==> config.mk <==
export PLATFORM = sky130hd
export DESIGN_NAME = owner_tlb
export DESIGN_NICKNAME = d
export VERILOG_FILES = /design/src/rtl/tlb_pkg.sv /design/src/rtl/tlb_array.sv /design/src/rtl/tlb_ctrl.sv /design/src/rtl/tlb_route.sv /design/src/rtl/owner_tlb.sv
export SDC_FILE = /design/constraint.sdc
export NUM_CORES = 2
export LEC_CHECK = 0
export ABC_CLOCK_PERIOD_IN_PS = 14300
export CAP_MARGIN = 20
export CORE_MARGIN = 5
export CORE_UTILIZATION = 45
export CTS_CLUSTER_DIAMETER = 120
export DETAILED_ROUTE_END_ITERATION = 8
export DONT_BUFFER_PORTS = 1
export PLACE_DENSITY_LB_ADDON = 0.08
export SYNTH_ARGS = -nofsm -noshare
export SYNTH_HDL_FRONTEND = slang
export SYNTH_SLANG_ARGS = --single-unit
==> constraint.sdc <==
create_clock -name clk -period 14.3 [get_ports clk]
set_input_delay 2.145 -clock clk [delete_from_list [all_inputs] [get_ports clk]]
set_output_delay 2.145 -clock clk [all_outputs]
set_load 0.05 [all_outputs]
==> src/rtl/tlb_pkg.sv <==
package tlb_pkg;

    typedef enum logic [1:0] {
        ROUTE_LOCAL_CACHE = 2'd0,
        ROUTE_VIA_OWNER   = 2'd1,
        ROUTE_DIRECT_MEM  = 2'd2
    } route_e;

    typedef enum logic [0:0] {
        ST_LOOKUP    = 1'b0,
        ST_WAIT_FILL = 1'b1
    } tlb_state_e;

    localparam int PAGE_SHIFT = 21;

endpackage

==> src/rtl/tlb_array.sv <==
module tlb_array #(
    parameter int ENTRIES = 32,
    parameter int VPN_W   = 27,
    parameter int PFN_W   = 19,
    parameter int OWN_W   = 4
) (
    input  logic             clk,
    input  logic             rst_n,
    input  logic [VPN_W-1:0] lk_vpn,
    input  logic             clr_all,
    input  logic             wr_en,
    input  logic [VPN_W-1:0] wr_vpn,
    input  logic [PFN_W-1:0] wr_pfn,
    input  logic [OWN_W-1:0] wr_owner,
    output logic             lk_hit,
    output logic [PFN_W-1:0] lk_pfn,
    output logic [OWN_W-1:0] lk_owner
);
    localparam int IDX_W = (ENTRIES > 1) ? $clog2(ENTRIES) : 1;
    localparam logic [IDX_W-1:0] LAST_IDX = IDX_W'(ENTRIES - 1);

    logic [ENTRIES-1:0] vld_q;
    logic [ENTRIES-1:0] hit_vec;
    logic [VPN_W-1:0]   tag_q [ENTRIES];
    logic [PFN_W-1:0]   pfn_q [ENTRIES];
    logic [OWN_W-1:0]   own_q [ENTRIES];
    logic [IDX_W-1:0]   victim_q;
    logic               install;

    assign install = wr_en && !clr_all;

    always_ff @(posedge clk or negedge rst_n) begin
        if (!rst_n) begin
            vld_q    <= '0;
            victim_q <= '0;
        end else if (clr_all) begin
            vld_q    <= '0;
        end else if (install) begin
            vld_q[victim_q] <= 1'b1;
            victim_q        <= (victim_q == LAST_IDX) ? '0 : victim_q + 1'b1;
        end
    end

    always_ff @(posedge clk) begin
        if (install) begin
            tag_q[victim_q] <= wr_vpn;
            pfn_q[victim_q] <= wr_pfn;
            own_q[victim_q] <= wr_owner;
        end
    end

    generate
        for (genvar g = 0; g < ENTRIES; g++) begin : g_cmp
            assign hit_vec[g] = vld_q[g] && (tag_q[g] == lk_vpn);
        end
    endgenerate

    assign lk_hit = (|hit_vec) && !clr_all;

    always_comb begin
        lk_pfn   = '0;
        lk_owner = '0;
        for (int i = 0; i < ENTRIES; i++) begin
            if (hit_vec[i]) begin
                lk_pfn   = lk_pfn | pfn_q[i];
                lk_owner = lk_owner | own_q[i];
            end
        end
    end
endmodule

==> src/rtl/tlb_ctrl.sv <==
module tlb_ctrl
    import tlb_pkg::*;
(
    input  logic clk,
    input  logic rst_n,
    input  logic req_valid,
    input  logic lk_hit,
    input  logic fill_valid,
    output logic req_ready,
    output logic miss_valid,
    output logic take_hit,
    output logic take_miss,
    output logic take_fill
);
    tlb_state_e state_q, state_d;

    always_ff @(posedge clk or negedge rst_n) begin
        if (!rst_n) state_q <= ST_LOOKUP;
        else        state_q <= state_d;
    end

    always_comb begin
        state_d = state_q;
        unique case (state_q)
            ST_LOOKUP:    if (req_valid && !lk_hit) state_d = ST_WAIT_FILL;
            ST_WAIT_FILL: if (fill_valid)           state_d = ST_LOOKUP;
            default:                                state_d = ST_LOOKUP;
        endcase
    end

    always_comb begin
        req_ready  = 1'b0;
        miss_valid = 1'b0;
        take_hit   = 1'b0;
        take_miss  = 1'b0;
        take_fill  = 1'b0;
        unique case (state_q)
            ST_LOOKUP: begin
                req_ready = 1'b1;
                take_hit  = req_valid && lk_hit;
                take_miss = req_valid && !lk_hit;
            end
            ST_WAIT_FILL: begin
                miss_valid = 1'b1;
                take_fill  = fill_valid;
            end
            default: ;
        endcase
    end
endmodule

==> src/rtl/tlb_route.sv <==
module tlb_route
    import tlb_pkg::*;
#(
    parameter int OWN_W    = 4,
    parameter int PFN_W    = 19,
    parameter int VAULT_W  = 4,
    parameter int LOCAL_ID = 3
) (
    input  logic [OWN_W-1:0]   owner,
    input  logic [PFN_W-1:0]   pfn,
    output route_e             route,
    output logic [VAULT_W-1:0] vault
);
    localparam logic [OWN_W-1:0] LOCAL_CODE = OWN_W'(LOCAL_ID);
    localparam logic [OWN_W-1:0] NONE_CODE  = '1;

    assign vault = pfn[VAULT_W-1:0];

    always_comb begin
        if (owner == LOCAL_CODE)     route = ROUTE_LOCAL_CACHE;
        else if (owner == NONE_CODE) route = ROUTE_DIRECT_MEM;
        else                         route = ROUTE_VIA_OWNER;
    end
endmodule

==> src/rtl/owner_tlb.sv <==
module owner_tlb
    import tlb_pkg::*;
#(
    parameter int VA_W     = 48,
    parameter int PA_W     = 40,
    parameter int ENTRIES  = 32,
    parameter int OWN_W    = 4,
    parameter int VAULTS   = 16,
    parameter int LOCAL_ID = 3
) (
    input  logic                        clk,
    input  logic                        rst_n,
    input  logic                        req_valid,
    input  logic [VA_W-1:0]             req_va,
    output logic                        req_ready,
    output logic                        resp_valid,
    output logic [PA_W-1:0]             resp_pa,
    output logic [OWN_W-1:0]            resp_owner,
    output logic [$clog2(VAULTS)-1:0]   resp_vault,
    output logic [1:0]                  resp_route,
    output logic                        miss_valid,
    output logic [VA_W-PAGE_SHIFT-1:0]  miss_vpn,
    input  logic                        fill_valid,
    input  logic [PA_W-PAGE_SHIFT-1:0]  fill_pfn,
    input  logic [OWN_W-1:0]            fill_owner,
    input  logic                        inval_all
);
    localparam int VPN_W   = VA_W - PAGE_SHIFT;
    localparam int PFN_W   = PA_W - PAGE_SHIFT;
    localparam int VAULT_W = $clog2(VAULTS);

    logic [VA_W-1:0]    held_va_q;
    logic               lk_hit;
    logic [PFN_W-1:0]   lk_pfn;
    logic [OWN_W-1:0]   lk_owner;
    logic               take_hit, take_miss, take_fill;
    logic [PFN_W-1:0]   src_pfn;
    logic [OWN_W-1:0]   src_owner;
    logic [PAGE_SHIFT-1:0] src_off;
    route_e             src_route;
    logic [VAULT_W-1:0] src_vault;

    tlb_ctrl u_ctrl (
        .clk        (clk),
        .rst_n      (rst_n),
        .req_valid  (req_valid),
        .lk_hit     (lk_hit),
        .fill_valid (fill_valid),
        .req_ready  (req_ready),
        .miss_valid (miss_valid),
        .take_hit   (take_hit),
        .take_miss  (take_miss),
        .take_fill  (take_fill)
    );

    tlb_array #(
        .ENTRIES (ENTRIES),
        .VPN_W   (VPN_W),
        .PFN_W   (PFN_W),
        .OWN_W   (OWN_W)
    ) u_array (
        .clk      (clk),
        .rst_n    (rst_n),
        .lk_vpn   (req_va[VA_W-1:PAGE_SHIFT]),
        .clr_all  (inval_all),
        .wr_en    (take_fill),
        .wr_vpn   (held_va_q[VA_W-1:PAGE_SHIFT]),
        .wr_pfn   (fill_pfn),
        .wr_owner (fill_owner),
        .lk_hit   (lk_hit),
        .lk_pfn   (lk_pfn),
        .lk_owner (lk_owner)
    );

    assign src_pfn   = take_fill ? fill_pfn   : lk_pfn;
    assign src_owner = take_fill ? fill_owner : lk_owner;
    assign src_off   = take_fill ? held_va_q[PAGE_SHIFT-1:0] : req_va[PAGE_SHIFT-1:0];

    tlb_route #(
        .OWN_W    (OWN_W),
        .PFN_W    (PFN_W),
        .VAULT_W  (VAULT_W),
        .LOCAL_ID (LOCAL_ID)
    ) u_route (
        .owner (src_owner),
        .pfn   (src_pfn),
        .route (src_route),
        .vault (src_vault)
    );

    always_ff @(posedge clk or negedge rst_n) begin
        if (!rst_n) begin
            held_va_q  <= '0;
            resp_valid <= 1'b0;
            resp_pa    <= '0;
            resp_owner <= '0;
            resp_vault <= '0;
            resp_route <= 2'd0;
        end else begin
            if (take_miss) held_va_q <= req_va;
            resp_valid <= take_hit || take_fill;
            if (take_hit || take_fill) begin
                resp_pa    <= {src_pfn, src_off};
                resp_owner <= src_owner;
                resp_vault <= src_vault;
                resp_route <= src_route;
            end
        end
    end

    assign miss_vpn = held_va_q[VA_W-1:PAGE_SHIFT];
endmodule

# == Yosys cells after proc, flatten, opt, wreduce, memory -nomap -nowiden ==
# Memories as Yosys holds them, arrays and structs flattened.
# Cells that the tools add are included.
# word_totals
romBits,0
latchBits,0
in_bits,76
regBits,137
memories,3
mem_bits_rw,1600
# mem_list
name,words,word_bits,rd,rd_clocked_by_memory_dff,wr,line_no,rtl
u_array.tag_q,32,27,32,0,1,tlb_array.sv:24,logic [VPN_W-1:0] tag_q [ENTRIES];
u_array.pfn_q,32,19,32,0,1,tlb_array.sv:25,logic [PFN_W-1:0] pfn_q [ENTRIES];
u_array.own_q,32,4,32,0,1,tlb_array.sv:26,logic [OWN_W-1:0] own_q [ENTRIES];
# classes
n_mul,0
n_reduce_logical,43
bitwise_logic,65
n_eq_ne,35
div,0
n_shift,0
add_sub_neg,1
muxes,84
order_cmp,2
# op_table
operator,n
27-bit equality test,32
19-bit 2-to-1 mux,33
19-bit OR,31
4-bit 2-to-1 mux,33
4-bit OR,31
32-bit 2-to-1 mux,2
1-bit logical AND,37
32-bit OR,1
32-bit OR reduction,1
21-bit 2-to-1 mux,1
1-bit 2-to-1 mux,10
5-bit by 6-bit < comparator with 1-bit output (second input constant),1
5-bit by 1-bit adder with 5-bit output (second input constant),1
1-bit demux with 5-bit select,1
5-bit equality test (second input constant),1
5-bit by 1-bit greater-or-equal comparator with 1-bit output (second input constant),1
5-bit 2-to-1 mux,1
4-bit by 2-bit equality test with 1-bit output (second input constant),1
4-bit equality test (second input constant),1
2-bit 2-to-1 mux,2
1-bit zero test,2
1-bit NOT,2
1-bit case mux with 2 select lines,1
2-bit AND reduction,1
2 further kinds,2

# == Depth between registers and ports, before layout ==
# logic_depth
ltp_word,69
ltp_mapped,14
ltp_nobuf,9

# == Modules after synthesis ==
# From an unflattened synthesis, not the netlist that was laid out.
# hier_totals
hier_cells,4334
hier_area_um2,70472.6
# by_module_without_submodules
mod,seq_area_each_um2,cells_per_inst,area_each_um2,n_inst
tlb_array,48972.0,3939,65858.2,1
owner_tlb,2477.4,382,4499.3,1
tlb_ctrl,25.0,6,62.6,1
tlb_route,0.0,7,52.6,1

# == Least setup slack after synthesis ==
# Ideal clock, no wire load.
# synth_timing
path_type,input-to-reg
from,input port fill_valid
to,memory u_array.own_q[3][0] (enable)
stages,4
path_buffers,0
setup_ns,0.585
arrival_time_ns,7.566
setup_slack_ns,6.149
path_cell_list,nand2_1 -> nor2_1 -> nand2_1 -> nor4_1
# synth_between
elab_chain_len,4
# synth_rtl
element,line_no,rtl
start: declaration,owner_tlb.sv:23,"input logic fill_valid,"
1-bit 2-to-1 mux,tlb_ctrl.sv:37,unique case (state_q)
1-bit logical AND,tlb_array.sv:30,assign install = wr_en && !clr_all;
1-bit 2-to-1 mux,tlb_array.sv:45,if (install) begin
1-bit 2-to-1 mux (not written as such),tlb_array.sv:48,own_q[victim_q] <= wr_owner;
end: declaration,tlb_array.sv:26,
# No other way between the ends.

# == Final worst setup path ==
# layout_timing
from,input port req_va[22]
to,register held_va_q[23]
# layout_between
elab_chain_len,7
# layout_rtl
element,line_no,rtl
start: declaration,owner_tlb.sv:14,"input logic [VA_W-1:0] req_va,"
27-bit equality test,tlb_array.sv:54,assign hit_vec[g] = vld_q[g] && (tag_q[g] == lk_vpn);
1-bit logical AND,tlb_array.sv:54,
32-bit OR reduction *,tlb_array.sv:58,assign lk_hit = (|hit_vec) && !clr_all;
1-bit logical AND *,tlb_array.sv:58,
1-bit zero test *,tlb_ctrl.sv:41,take_miss = req_valid && !lk_hit;
1-bit logical AND *,tlb_ctrl.sv:41,
1-bit 2-to-1 mux *,tlb_ctrl.sv:37,
end signal: assignment,owner_tlb.sv:100,if (take_miss) held_va_q <= req_va;
end: declaration,owner_tlb.sv:32,logic [VA_W-1:0] held_va_q;
# Mark *: on every way between the ends. The rest lies on a longest branch, timed or not.
# A chain may end at the register's enable or synchronous reset.

==> flow_summary.ini <==
[floorplanning]
die_h_um = 400
start_util = 0.451
io_pins = 156
core-area_um2 = 152000
dieArea_um2 = 160000
die_width_um = 400
floorplan.rows = 143

[run_status]
status = complete, no violations

[critical_path]
cp-end-kind = register
cp.arrival_ps = 6430
setup.worst_path.class = in -> reg
setup.worst_path.start_class = primary input
cp.required_ps = 14980
cp_max_fo = 34

[synth]
postSynth.asyncResetShare = 0.0767
yosys.cell_types.count = 51
post-synth-top-area-cell = edfxtp_1
yosys_warnings = 0
synth.cell_area_um2 = 68300
synth.area.top_cells = edfxtp_1, xnor2_1, dfrtp_1
synth-edff-count = 1600
synth_seq_cells = 1733
syn-instance-count = 4000
avgSynthCellArea_um2 = 17.1
seq_area_frac_synth = 0.752
yosysMostFrequentCell = edfxtp_1
post_syn_nets = 4081
synth_top_area_share = 0.703
synthFlopType = edfxtp_1
post_synth_most_frequent_cells = edfxtp_1, xnor2_1, nand4_1

[job]
drv.max_cap_violation_count = 0

[min_path]
hold_class = reg -> reg

[cells_and_area]
design_area_um2 = 76200
final_util = 0.503
area_growth_syn_to_layout_pct = 11.5
layout-drive-gt1-share = 0.111
number_of_nets_at_the_end_of_the_flow = 4143

[sta]
report.final.setup_viol = 0
layout_min_cycle_time_ps = 5750
achievable-frequency_mhz = 174
rsz0062_at_grt = false
skew_ps = 23.2
final_hold_slack_ps = 473
final_min_period_over_clock_period = 0.402
worst_slew_margin_rel = 0.210
fin_hold_viols = 0
max_slew.worst_pin.slew_ps = 1190
max_slew_violations = 0
tns_ps = 0

[clock_tree]
cts_tree = done
clock_path_buffers = 3
cts_buffers = 178
cts-htree-levels = 4
clock_sinks = 1733
cts_hold_buffers = 0
clock_insertion_delay_worst_skew_ps = 800
root_buffer = clkbuf_16
post_cts.resized_instances = 0
cts.reportedPaths.clkPinSlew_ps = 60
post-cts-setup-buffers = 0

[route]
drt-pass1-iter-count = 5
vias = 38300
route.met2.wl_um = 106000
routed-wl-met3_um = 22500
total_wire_length_um = 230000
wirelength_met1_um = 97300
drc_errors = 0
routed.top_layer = met4
avg_wl_per_cell_um = 36.9
ant_nets = 0
drt_first_iter_violations = 4889
detail_route.vias_per_cell = 6.13

[place]
place.gp.congestion = 0.765
number_of_buffers_added_on_ports = 0
hpwlAfterDp_um = 115000
place_area_um2 = 70700

[global_routing]
gr-total-overflow = 0
pin_count_of_the_biggest_net_entering_global_routing = 134
vias_in_the_first_global_route = 36700
antenna_found_initial = 16
grt_first_pass_wirelength_um = 310000
groute.usage.overall = 0.284

[pwr]
design_power_total_mw = 11.3
power_density_nw_per_um2 = 148
p_leak_nw = 24.0
ir_drop_mv = 0.129
path summary, 6_finish.rpt:
| path | startpoint | end | slack (ps) | cells past startpoint |
|---|---|---|---|---|
| min in group asynchronous | rst_n | held_va_q[42] | 1050 | 0 |
| setup / recovery | req_va[22] | held_va_q[23] | 8550 | 11 |
| max in group asynchronous | rst_n | held_va_q[6] | 12770 | 0 |
| setup reg to reg | u_array.tag_q[24][0] | held_va_q[23] | 9610 | 11 |
| hold reg to reg | held_va_q[11] | resp_pa[11] | 470 | 2 |
| hold / removal | held_va_q[11] | resp_pa[11] | 470 | 2 |
layout by cell type (no fill, tap or decap), types with 30 or more instances in the layout:
cell / netlist / routed
a21o_1: 33 / 33
a221oi_1: 94 / 94
a22o_1: 100 / 100
a22oi_1: 141 / 141
buf_4: 76 / 113
clkbuf_1: 57 / 54
clkbuf_16: 0 / 185
clkinv_1: 0 / 35
clkinv_2: 0 / 32
dfrtp_1: 133 / 106
edfxtp_1: 1600 / 1600
mux2_2: 30 / 30
nand2_1: 107 / 107
nand3_1: 77 / 77
nand4_1: 232 / 232
nor2_4: 0 / 30
nor3_1: 36 / 36
nor4_1: 68 / 66
xnor2_1: 781 / 781
xor2_1: 82 / 82
sequential cells by signal, summed over array words and instances (netlist names):
signal,cells
u_array.vld_q,32
u_array.own_q,128
resp_owner,4
u_ctrl.state_q,1
resp_route,2
u_array.tag_q,864
u_array.victim_q,5
resp_valid,1
resp_pa,40
u_array.pfn_q,608
held_va_q,48
layout make-up:
class / count / area, um^2
Clock buffer: 246 / 4930
Antenna cell: 1 / 2.50
Sequential cell: 1733 / 51400
Tap cell: 2030 / 2540
Fill cell: 12600 / 75400
Inverter: 8 / 31.3
Clock inverter: 80 / 554
Timing Repair Buffer: 114 / 868
Multi-Input combinational cell: 2027 / 15800
power by group:
part | switching [mW] | leakage, nW | internal [mW]
clock network | 1.94 | 2.70 | 2.52
logic | 0.557 | 5.28 | 0.177
registers | 0.281 | 16.0 | 5.80
total | 2.77 | 24.0 | 8.50
worst max-delay path, stage by stage:
cell	delay, ps
xnor2_1	210
nand4_1	90
nor3_1	130
and2_1	170
buf_4	300
nor4_1	1000
and4_4	390
a21oi_1	140
nor2_4	480
buf_4	630
mux2_2	410
stage by stage:
stage                     setup slack [ps]  std cells
after detailed placement              8010       5912
after global routing                  8710       6238
after CTS                             8880       6238
after global placement                8060       5911
final                                 8550       6239
after floorplan                       6150       4000
logic make-up (layout without fill, tap and decap cells):
logic type / Yosys count / count (layout) / synth area share
xor gates and xnor gates: 863 / 863 / 0.111
muxes: 71 / 71 / 0.0113
other: 0 / 1 / 0
adders and majority gates: 5 / 5 / 0.000915
and+or+nand+nor: 653 / 653 / 0.0540
AOI/OAI and AO/OA: 435 / 435 / 0.0504
buffers and inverters: 240 / 448 / 0.0209
DFF: 1733 / 1733 / 0.752
per-layer routing:
layer  vias to the layer above  track usage
met3                       257       0.0674
li1                      15500            -
met2                      1965        0.445
met4                         0       0.0603
met1                     20600        0.409
met5                         -            0
Power figures use the tool's default switching activity.
